<file path="config.mk">
export PLATFORM = sky130hd
export DESIGN_NAME = tune_temp_i2c_slave
export DESIGN_NICKNAME = d
export VERILOG_FILES = /design/src/rtl/tune_temp_pkg.sv /design/src/rtl/i2c_line_sync.sv /design/src/rtl/tune_temp_regs.sv /design/src/rtl/tune_temp_i2c_slave.sv
export SDC_FILE = /design/constraint.sdc
export NUM_CORES = 1
export LEC_CHECK = 0
export BUFFER_PORTS_ARGS = -buffer_cell sky130_fd_sc_hd__buf_2
export CORE_MARGIN = 2
export CORE_UTILIZATION = 39
export DETAILED_ROUTE_END_ITERATION = 10
export PLACE_DENSITY = 0.56
export SYNTH_ARGS = -nofsm -noshare
export SYNTH_HDL_FRONTEND = slang
export SYNTH_SLANG_ARGS = --single-unit
</file>
<file path="constraint.sdc">
create_clock -name clk -period 3.77 [get_ports clk]
set_input_delay 0.1885 -clock clk [delete_from_list [all_inputs] [get_ports clk]]
set_output_delay 0.1885 -clock clk [all_outputs]
set_load 0.005 [all_outputs]
</file>
<file path="src/rtl/tune_temp_pkg.sv">
package tune_temp_pkg;
  typedef enum logic [3:0] {
    ST_IDLE, ST_ADDR, ST_ADDR_ACK, ST_WPTR, ST_WPTR_ACK,
    ST_WDAT, ST_WDAT_ACK, ST_RDAT, ST_RDAT_ACK
  } slv_st_e;

  localparam logic [1:0] RA_TUNE_HI = 2'd0;
  localparam logic [1:0] RA_TUNE_LO = 2'd1;
  localparam logic [1:0] RA_TEMP_HI = 2'd2;
  localparam logic [1:0] RA_TEMP_LO = 2'd3;
endpackage

</file>
<file path="src/rtl/i2c_line_sync.sv">
module i2c_line_sync #(
  parameter int STAGES = 2
) (
  input  logic clk,
  input  logic rst_n,
  input  logic scl_in,
  input  logic sda_in,
  output logic sda_s,
  output logic scl_rise,
  output logic scl_fall,
  output logic start_det,
  output logic stop_det
);
  localparam int LAST = STAGES - 1;

  logic [LAST:0] scl_ff, sda_ff;
  logic          scl_d, sda_d;
  logic          scl_s;

  generate
    if (STAGES > 1) begin : g_chain
      always_ff @(posedge clk or negedge rst_n) begin
        if (!rst_n) begin
          scl_ff <= '1;
          sda_ff <= '1;
        end else begin
          scl_ff <= {scl_ff[LAST-1:0], scl_in};
          sda_ff <= {sda_ff[LAST-1:0], sda_in};
        end
      end
    end else begin : g_single
      always_ff @(posedge clk or negedge rst_n) begin
        if (!rst_n) begin
          scl_ff <= '1;
          sda_ff <= '1;
        end else begin
          scl_ff <= scl_in;
          sda_ff <= sda_in;
        end
      end
    end
  endgenerate

  always_ff @(posedge clk or negedge rst_n) begin
    if (!rst_n) begin
      scl_d <= 1'b1;
      sda_d <= 1'b1;
    end else begin
      scl_d <= scl_ff[LAST];
      sda_d <= sda_ff[LAST];
    end
  end

  assign scl_s     = scl_ff[LAST];
  assign sda_s     = sda_ff[LAST];
  assign scl_rise  = scl_s & ~scl_d;
  assign scl_fall  = ~scl_s & scl_d;
  assign start_det = scl_s & scl_d & sda_d & ~sda_s;
  assign stop_det  = scl_s & scl_d & ~sda_d & sda_s;
endmodule

</file>
<file path="src/rtl/tune_temp_regs.sv">
module tune_temp_regs
  import tune_temp_pkg::*;
#(
  parameter int               TEMP_W   = 12,
  parameter logic [TEMP_W-1:0] TEMP_RST = 12'h190
) (
  input  logic              clk,
  input  logic              rst_n,
  input  logic              wr_en,
  input  logic [1:0]        wr_addr,
  input  logic [7:0]        wr_data,
  input  logic [TEMP_W-1:0] temp_code,
  input  logic              temp_vld,
  input  logic              snap,
  output logic [15:0]       tune_word,
  output logic [TEMP_W-1:0] temp_usr,
  output logic              conv_start
);
  logic [7:0]        hi_q, hi_n, lo_q, lo_n;
  logic [TEMP_W-1:0] tint_q, tint_n, tusr_q, tusr_n;
  logic              boot_q, conv_q;

  always_comb begin
    hi_n   = hi_q;
    lo_n   = lo_q;
    if (wr_en) begin
      case (wr_addr)
        RA_TUNE_HI: hi_n = wr_data;
        RA_TUNE_LO: lo_n = wr_data;
        default:    ;
      endcase
    end
    tint_n = temp_vld ? temp_code : tint_q;
    tusr_n = snap ? tint_q : tusr_q;
  end

  always_ff @(posedge clk or negedge rst_n) begin
    if (!rst_n) begin
      hi_q   <= '0;
      lo_q   <= '0;
      tint_q <= TEMP_RST;
      tusr_q <= TEMP_RST;
      boot_q <= 1'b0;
      conv_q <= 1'b0;
    end else begin
      hi_q   <= hi_n;
      lo_q   <= lo_n;
      tint_q <= tint_n;
      tusr_q <= tusr_n;
      boot_q <= 1'b1;
      conv_q <= ~boot_q;
    end
  end

  assign tune_word  = {hi_q, lo_q};
  assign temp_usr   = tusr_q;
  assign conv_start = conv_q;
endmodule

</file>
<file path="src/rtl/tune_temp_i2c_slave.sv">
module tune_temp_i2c_slave
  import tune_temp_pkg::*;
#(
  parameter logic [6:0]        DEV_ADDR    = 7'h52,
  parameter int                TEMP_W      = 12,
  parameter logic [TEMP_W-1:0] TEMP_RST    = 12'h190,
  parameter int                SYNC_STAGES = 2
) (
  input  logic              clk,
  input  logic              rst_n,
  input  logic              scl_in,
  input  logic              sda_in,
  output logic              sda_oe,
  input  logic [TEMP_W-1:0] temp_code,
  input  logic              temp_vld,
  output logic              conv_start,
  output logic [15:0]       tune_word
);
  localparam int PAD_W = 16 - TEMP_W;

  logic [1:0] rst_pipe;
  logic       rst_core_n;

  always_ff @(posedge clk or negedge rst_n) begin
    if (!rst_n) rst_pipe <= '0;
    else        rst_pipe <= {rst_pipe[0], 1'b1};
  end
  assign rst_core_n = rst_pipe[1];

  logic sda_s, scl_rise, scl_fall, start_det, stop_det;

  i2c_line_sync #(.STAGES(SYNC_STAGES)) u_sync (
    .clk(clk), .rst_n(rst_core_n), .scl_in(scl_in), .sda_in(sda_in),
    .sda_s(sda_s), .scl_rise(scl_rise), .scl_fall(scl_fall),
    .start_det(start_det), .stop_det(stop_det)
  );

  slv_st_e           st_q, st_n;
  logic [3:0]        cnt_q, cnt_n;
  logic [7:0]        sh_q, sh_n;
  logic [1:0]        ptr_q, ptr_n;
  logic              rw_q, rw_n, oe_q, oe_n;
  logic              wr_en, snap;
  logic [7:0]        rd_byte;
  logic [TEMP_W-1:0] temp_usr;

  tune_temp_regs #(.TEMP_W(TEMP_W), .TEMP_RST(TEMP_RST)) u_regs (
    .clk(clk), .rst_n(rst_core_n), .wr_en(wr_en), .wr_addr(ptr_q),
    .wr_data(sh_q), .temp_code(temp_code), .temp_vld(temp_vld),
    .snap(snap), .tune_word(tune_word), .temp_usr(temp_usr),
    .conv_start(conv_start)
  );

  always_comb begin
    case (ptr_q)
      RA_TUNE_HI: rd_byte = tune_word[15:8];
      RA_TUNE_LO: rd_byte = tune_word[7:0];
      RA_TEMP_HI: rd_byte = temp_usr[TEMP_W-1 -: 8];
      default:    rd_byte = {temp_usr[TEMP_W-9:0], {PAD_W{1'b0}}};
    endcase
  end

  always_comb begin
    st_n  = st_q;
    cnt_n = cnt_q;
    sh_n  = sh_q;
    ptr_n = ptr_q;
    rw_n  = rw_q;
    oe_n  = oe_q;
    wr_en = 1'b0;
    snap  = 1'b0;
    if (stop_det) begin
      st_n = ST_IDLE;
      oe_n = 1'b0;
    end else if (start_det) begin
      st_n  = ST_ADDR;
      cnt_n = '0;
      oe_n  = 1'b0;
    end else begin
      case (st_q)
        ST_ADDR, ST_WPTR, ST_WDAT: begin
          if (scl_rise && cnt_q != 4'd8) begin
            sh_n  = {sh_q[6:0], sda_s};
            cnt_n = cnt_q + 4'd1;
          end else if (scl_fall && cnt_q == 4'd8) begin
            cnt_n = '0;
            if (st_q == ST_ADDR) begin
              if (sh_q[7:1] == DEV_ADDR) begin
                st_n = ST_ADDR_ACK;
                oe_n = 1'b1;
                rw_n = sh_q[0];
                snap = ~sh_q[0];
              end else begin
                st_n = ST_IDLE;
              end
            end else if (st_q == ST_WPTR) begin
              st_n  = ST_WPTR_ACK;
              oe_n  = 1'b1;
              ptr_n = sh_q[1:0];
              snap  = 1'b1;
            end else begin
              st_n = ST_WDAT_ACK;
              oe_n = 1'b1;
            end
          end
        end
        ST_ADDR_ACK: begin
          if (scl_fall) begin
            if (rw_q) begin
              st_n  = ST_RDAT;
              sh_n  = rd_byte;
              oe_n  = ~rd_byte[7];
              cnt_n = 4'd1;
            end else begin
              st_n = ST_WPTR;
              oe_n = 1'b0;
            end
          end
        end
        ST_WPTR_ACK: begin
          if (scl_fall) begin
            st_n = ST_WDAT;
            oe_n = 1'b0;
          end
        end
        ST_WDAT_ACK: begin
          if (scl_fall) begin
            st_n  = ST_WDAT;
            oe_n  = 1'b0;
            wr_en = 1'b1;
            ptr_n = ptr_q + 2'd1;
          end
        end
        ST_RDAT: begin
          if (scl_fall) begin
            if (cnt_q == 4'd8) begin
              st_n  = ST_RDAT_ACK;
              oe_n  = 1'b0;
              cnt_n = '0;
              ptr_n = ptr_q + 2'd1;
            end else begin
              sh_n  = {sh_q[6:0], 1'b0};
              oe_n  = ~sh_q[6];
              cnt_n = cnt_q + 4'd1;
            end
          end
        end
        ST_RDAT_ACK: begin
          if (scl_rise && sda_s) begin
            st_n = ST_IDLE;
          end else if (scl_fall) begin
            st_n  = ST_RDAT;
            sh_n  = rd_byte;
            oe_n  = ~rd_byte[7];
            cnt_n = 4'd1;
          end
        end
        default: ;
      endcase
    end
  end

  always_ff @(posedge clk or negedge rst_core_n) begin
    if (!rst_core_n) begin
      st_q  <= ST_IDLE;
      cnt_q <= '0;
      sh_q  <= '0;
      ptr_q <= '0;
      rw_q  <= 1'b0;
      oe_q  <= 1'b0;
    end else begin
      st_q  <= st_n;
      cnt_q <= cnt_n;
      sh_q  <= sh_n;
      ptr_q <= ptr_n;
      rw_q  <= rw_n;
      oe_q  <= oe_n;
    end
  end

  assign sda_oe = oe_q;
endmodule

</file>
==> impl_metrics.tcl <==
set metrics [dict create \
    synth_warnings 0 \
    core_sq_um 8760 \
    clk_transition_reported_paths_ns 0.08 \
    holdBufCountCts 3 \
    grt_use_total_pct 16.8 \
    synth-edff-count 0 \
    detail_route.vias_per_cell 5.61 \
    first_pass_iters 6 \
    post_cts_resized 0 \
    cp_data_arrival_time_ns 2.82 \
    status "finished clean" \
    path_class "reg2reg" \
    yosysTopAreaCell "dfrtp_1" \
    numClockSinks 70 \
    final_cell_mix "dfrtp_1, buf_2, mux2_2" \
    vdd_drop_max_v 0.000236 \
    drv_cap 0 \
    syn_inst 306 \
    clock_latency_ns 0.35 \
    hp-class "in2reg" \
    worst_pin_slew_ns 0.948 \
    grt_pass1_wl_mm 12.9 \
    drc 0 \
    ys.flop_type "dfrtp_1" \
    place.gp.congestion 0.886 \
    die_area_sq_um 9830 \
    fin_skew_ns 0.0122 \
    finalMaxSlewViolations 0 \
    min-delay-start "temp_code[9]" \
    critPathLaunchType "flop" \
    period_share_pct 68.7 \
    h-tree-depth 3 \
    final_nets 365 \
    grt_pass1_vias 2482 \
    top_layer "met4" \
    ctsLongestPathBuffers 2 \
    wl_met1_mm 3.78 \
    grt_max_degree 44 \
    tns_ns 0 \
    critPathMaxFanout 12 \
    die_width_um 99.2 \
    tritoncts "done" \
    final-setup-viol-count 0 \
    io_buffers 34 \
    start_util_pct 40.3 \
    num_rows 34 \
    cts_made_buffers 9 \
    worst_ep_required_time_ns 4.00 \
    r2r-end "u_regs.temp_usr[1]" \
    yosysSeqAreaShare_pct 50.0 \
    hpwlAfterDp_mm 5.34 \
    layout_commonest_cell "dfrtp_1" \
    syn_avg_cell_area_sq_um 11.5 \
    grt.overflow.total 0 \
    r2r_slack_ns 1.18 \
    vias 2552 \
    root_buffer "clkbuf_8" \
    r2r_cells 6 \
    post_cts.repair.setup_buffers 0 \
    p_per_area_nw_per_um2 643 \
    ys_top_cells_by_area "dfrtp_1, mux2_2, dfstp_2" \
    crit_path_end_kind "flop" \
    ant_nets 0 \
    ys_ff_latch 70 \
    route.met3.wl_um 346 \
    hold_viol 0 \
    max_slew_margin_pct 36.3 \
    drive_above_1_share_pct 30.3 \
    synth_area_sq_um 3530 \
    p_leak_nw 1.84 \
    area_delta_synth_final_pct 13.2 \
    diodes 0 \
    worstHoldPathCells 2 \
    yosysUniqueCellTypes 59 \
    max_freq_mhz 386 \
    antenna_found_initial 0 \
    dr_wl_met2_mm 3.50 \
    rr_startpoint "cnt_q[0]" \
    wl_mm 7.77 \
    rsz0062_at_grt "false" \
    io_pins 35 \
    yosysTopAreaCellShare_pct 41.1 \
    wl_per_cell_um 17.1 \
    post-route-min-period_ns 2.59 \
    ys_async_sr_fraction_pct 100 \
    initialDrtViolationCount 142 \
    whs_ns 0.0686 \
    die_y_um 99.2 \
    min_delay_worst_endpoint "u_regs.tint_q[9]" \
]
layer usage:
| metal | GRT usage, % | up-vias |
|---|---|---|
| met5 | 0 | - |
| met4 | 7.59 | 0 |
| met3 | 3.94 | 10 |
| met2 | 24.7 | 62 |
| met1 | 23.8 | 1275 |
| li1 | - | 1205 |
where the power goes:
part           internal, W  switching [W]  leakage (nW)
sequential        0.000887       0.000210         0.883
combinational     0.000387       0.000479         0.858
clock             0.000310       0.000299         0.101
total              0.00158       0.000989          1.84
flip-flops by register name (all words and copies together) (netlist names), 2 cells and up:
name / cells
rst_pipe: 2
u_regs.tint_q: 12
sh_q: 8
u_sync.sda_ff: 2
u_sync.scl_ff: 2
u_regs.temp_usr: 12
ptr_q: 2
cnt_q: 4
u_regs.hi_q: 8
st_q: 4
u_regs.lo_q: 8
synthesized netlist by cell type (2+ instances only):
master and instances:
nand2b_1 7, and3b_1 3, a22o_1 2, o31ai_1 5
a22oi_1 2, nor2_1 18, clkbuf_1 3, dfstp_2 12
nand4b_1 2, a222oi_1 8, nand2_1 23, a211oi_1 2
dfrtp_1 58, buf_6 2, a31oi_1 2, a21bo_1 2
o2111ai_1 2, a2bb2oi_1 2, mux2i_1 3, o211ai_1 2
nand3b_1 2, a21oi_1 15, o21ai_0 8, o21ai_1 3
nand4_1 3, ha_1 6, inv_1 9, nor3_1 4
and3_1 2, mux2_1 18, o221ai_1 2, buf_2 7
nand3_1 9, nor2b_1 2, mux2_2 32
critical path, cell delays in order, from the launching register on:
cell and delay, ns:
dfrtp_1 0.44, inv_1 0.08, ha_1 0.15, and3b_1 0.33
nand2_1 0.23, nor4_4 0.83, mux2_2 0.41
layout make-up:
type                       count  area [sq um]
sequential                    70          1770
clock inverter                 6          70.1
fill                         837          4770
clock buffer                  10           128
timing repair buffer          38           208
tap                          108           135
inverter                       9          33.8
multi-input combinational    214          1660
stage by stage:
stage | power [W] | worst slack (ns) | instance area, sq um | utilization, % | std cells
2_1_floorplan | 0.00173 | 1.70 | 3540 | - | 307
3_3_place_gp | 0.00196 | 1.25 | 3770 | 43.0 | 436
3_5_place_dp | 0.00197 | 1.18 | 3770 | 43.0 | 436
4_1_cts | 0.00258 | 1.17 | 4000 | 45.6 | 455
5_1_grt | 0.00275 | 1.05 | 4000 | 45.6 | 455
6_report | 0.00257 | 1.18 | 4000 | 45.6 | 455
cell families after synthesis:
| kind of cell | count (synthesis) | synth area share [%] |
|---|---|---|
| AOI/OAI and AO/OA | 66 | 13.9 |
| and+or+nand+nor | 86 | 13.6 |
| muxes | 53 | 16.8 |
| xor gates and xnor gates | 1 | 0.248 |
| buffers and inverters | 23 | 3.22 |
| DFF | 70 | 50.0 |
| other | 1 | 0.106 |
| adders and majority gates | 6 | 2.13 |
worst max path at each step:
| stage | start | endpoint | cells after the start |
|---|---|---|---|
| CTS | cnt_q[0] | u_regs.temp_usr[1] | 6 |
| floorplan | rst_pipe[1] | cnt_q[0] | 0 |
| finish | cnt_q[0] | u_regs.temp_usr[1] | 6 |
| global route | cnt_q[0] | u_regs.temp_usr[0] | 6 |
| global placement | cnt_q[0] | u_regs.temp_usr[1] | 6 |
| detailed placement | cnt_q[0] | u_regs.temp_usr[1] | 6 |
Power figures use the tool's default switching activity.
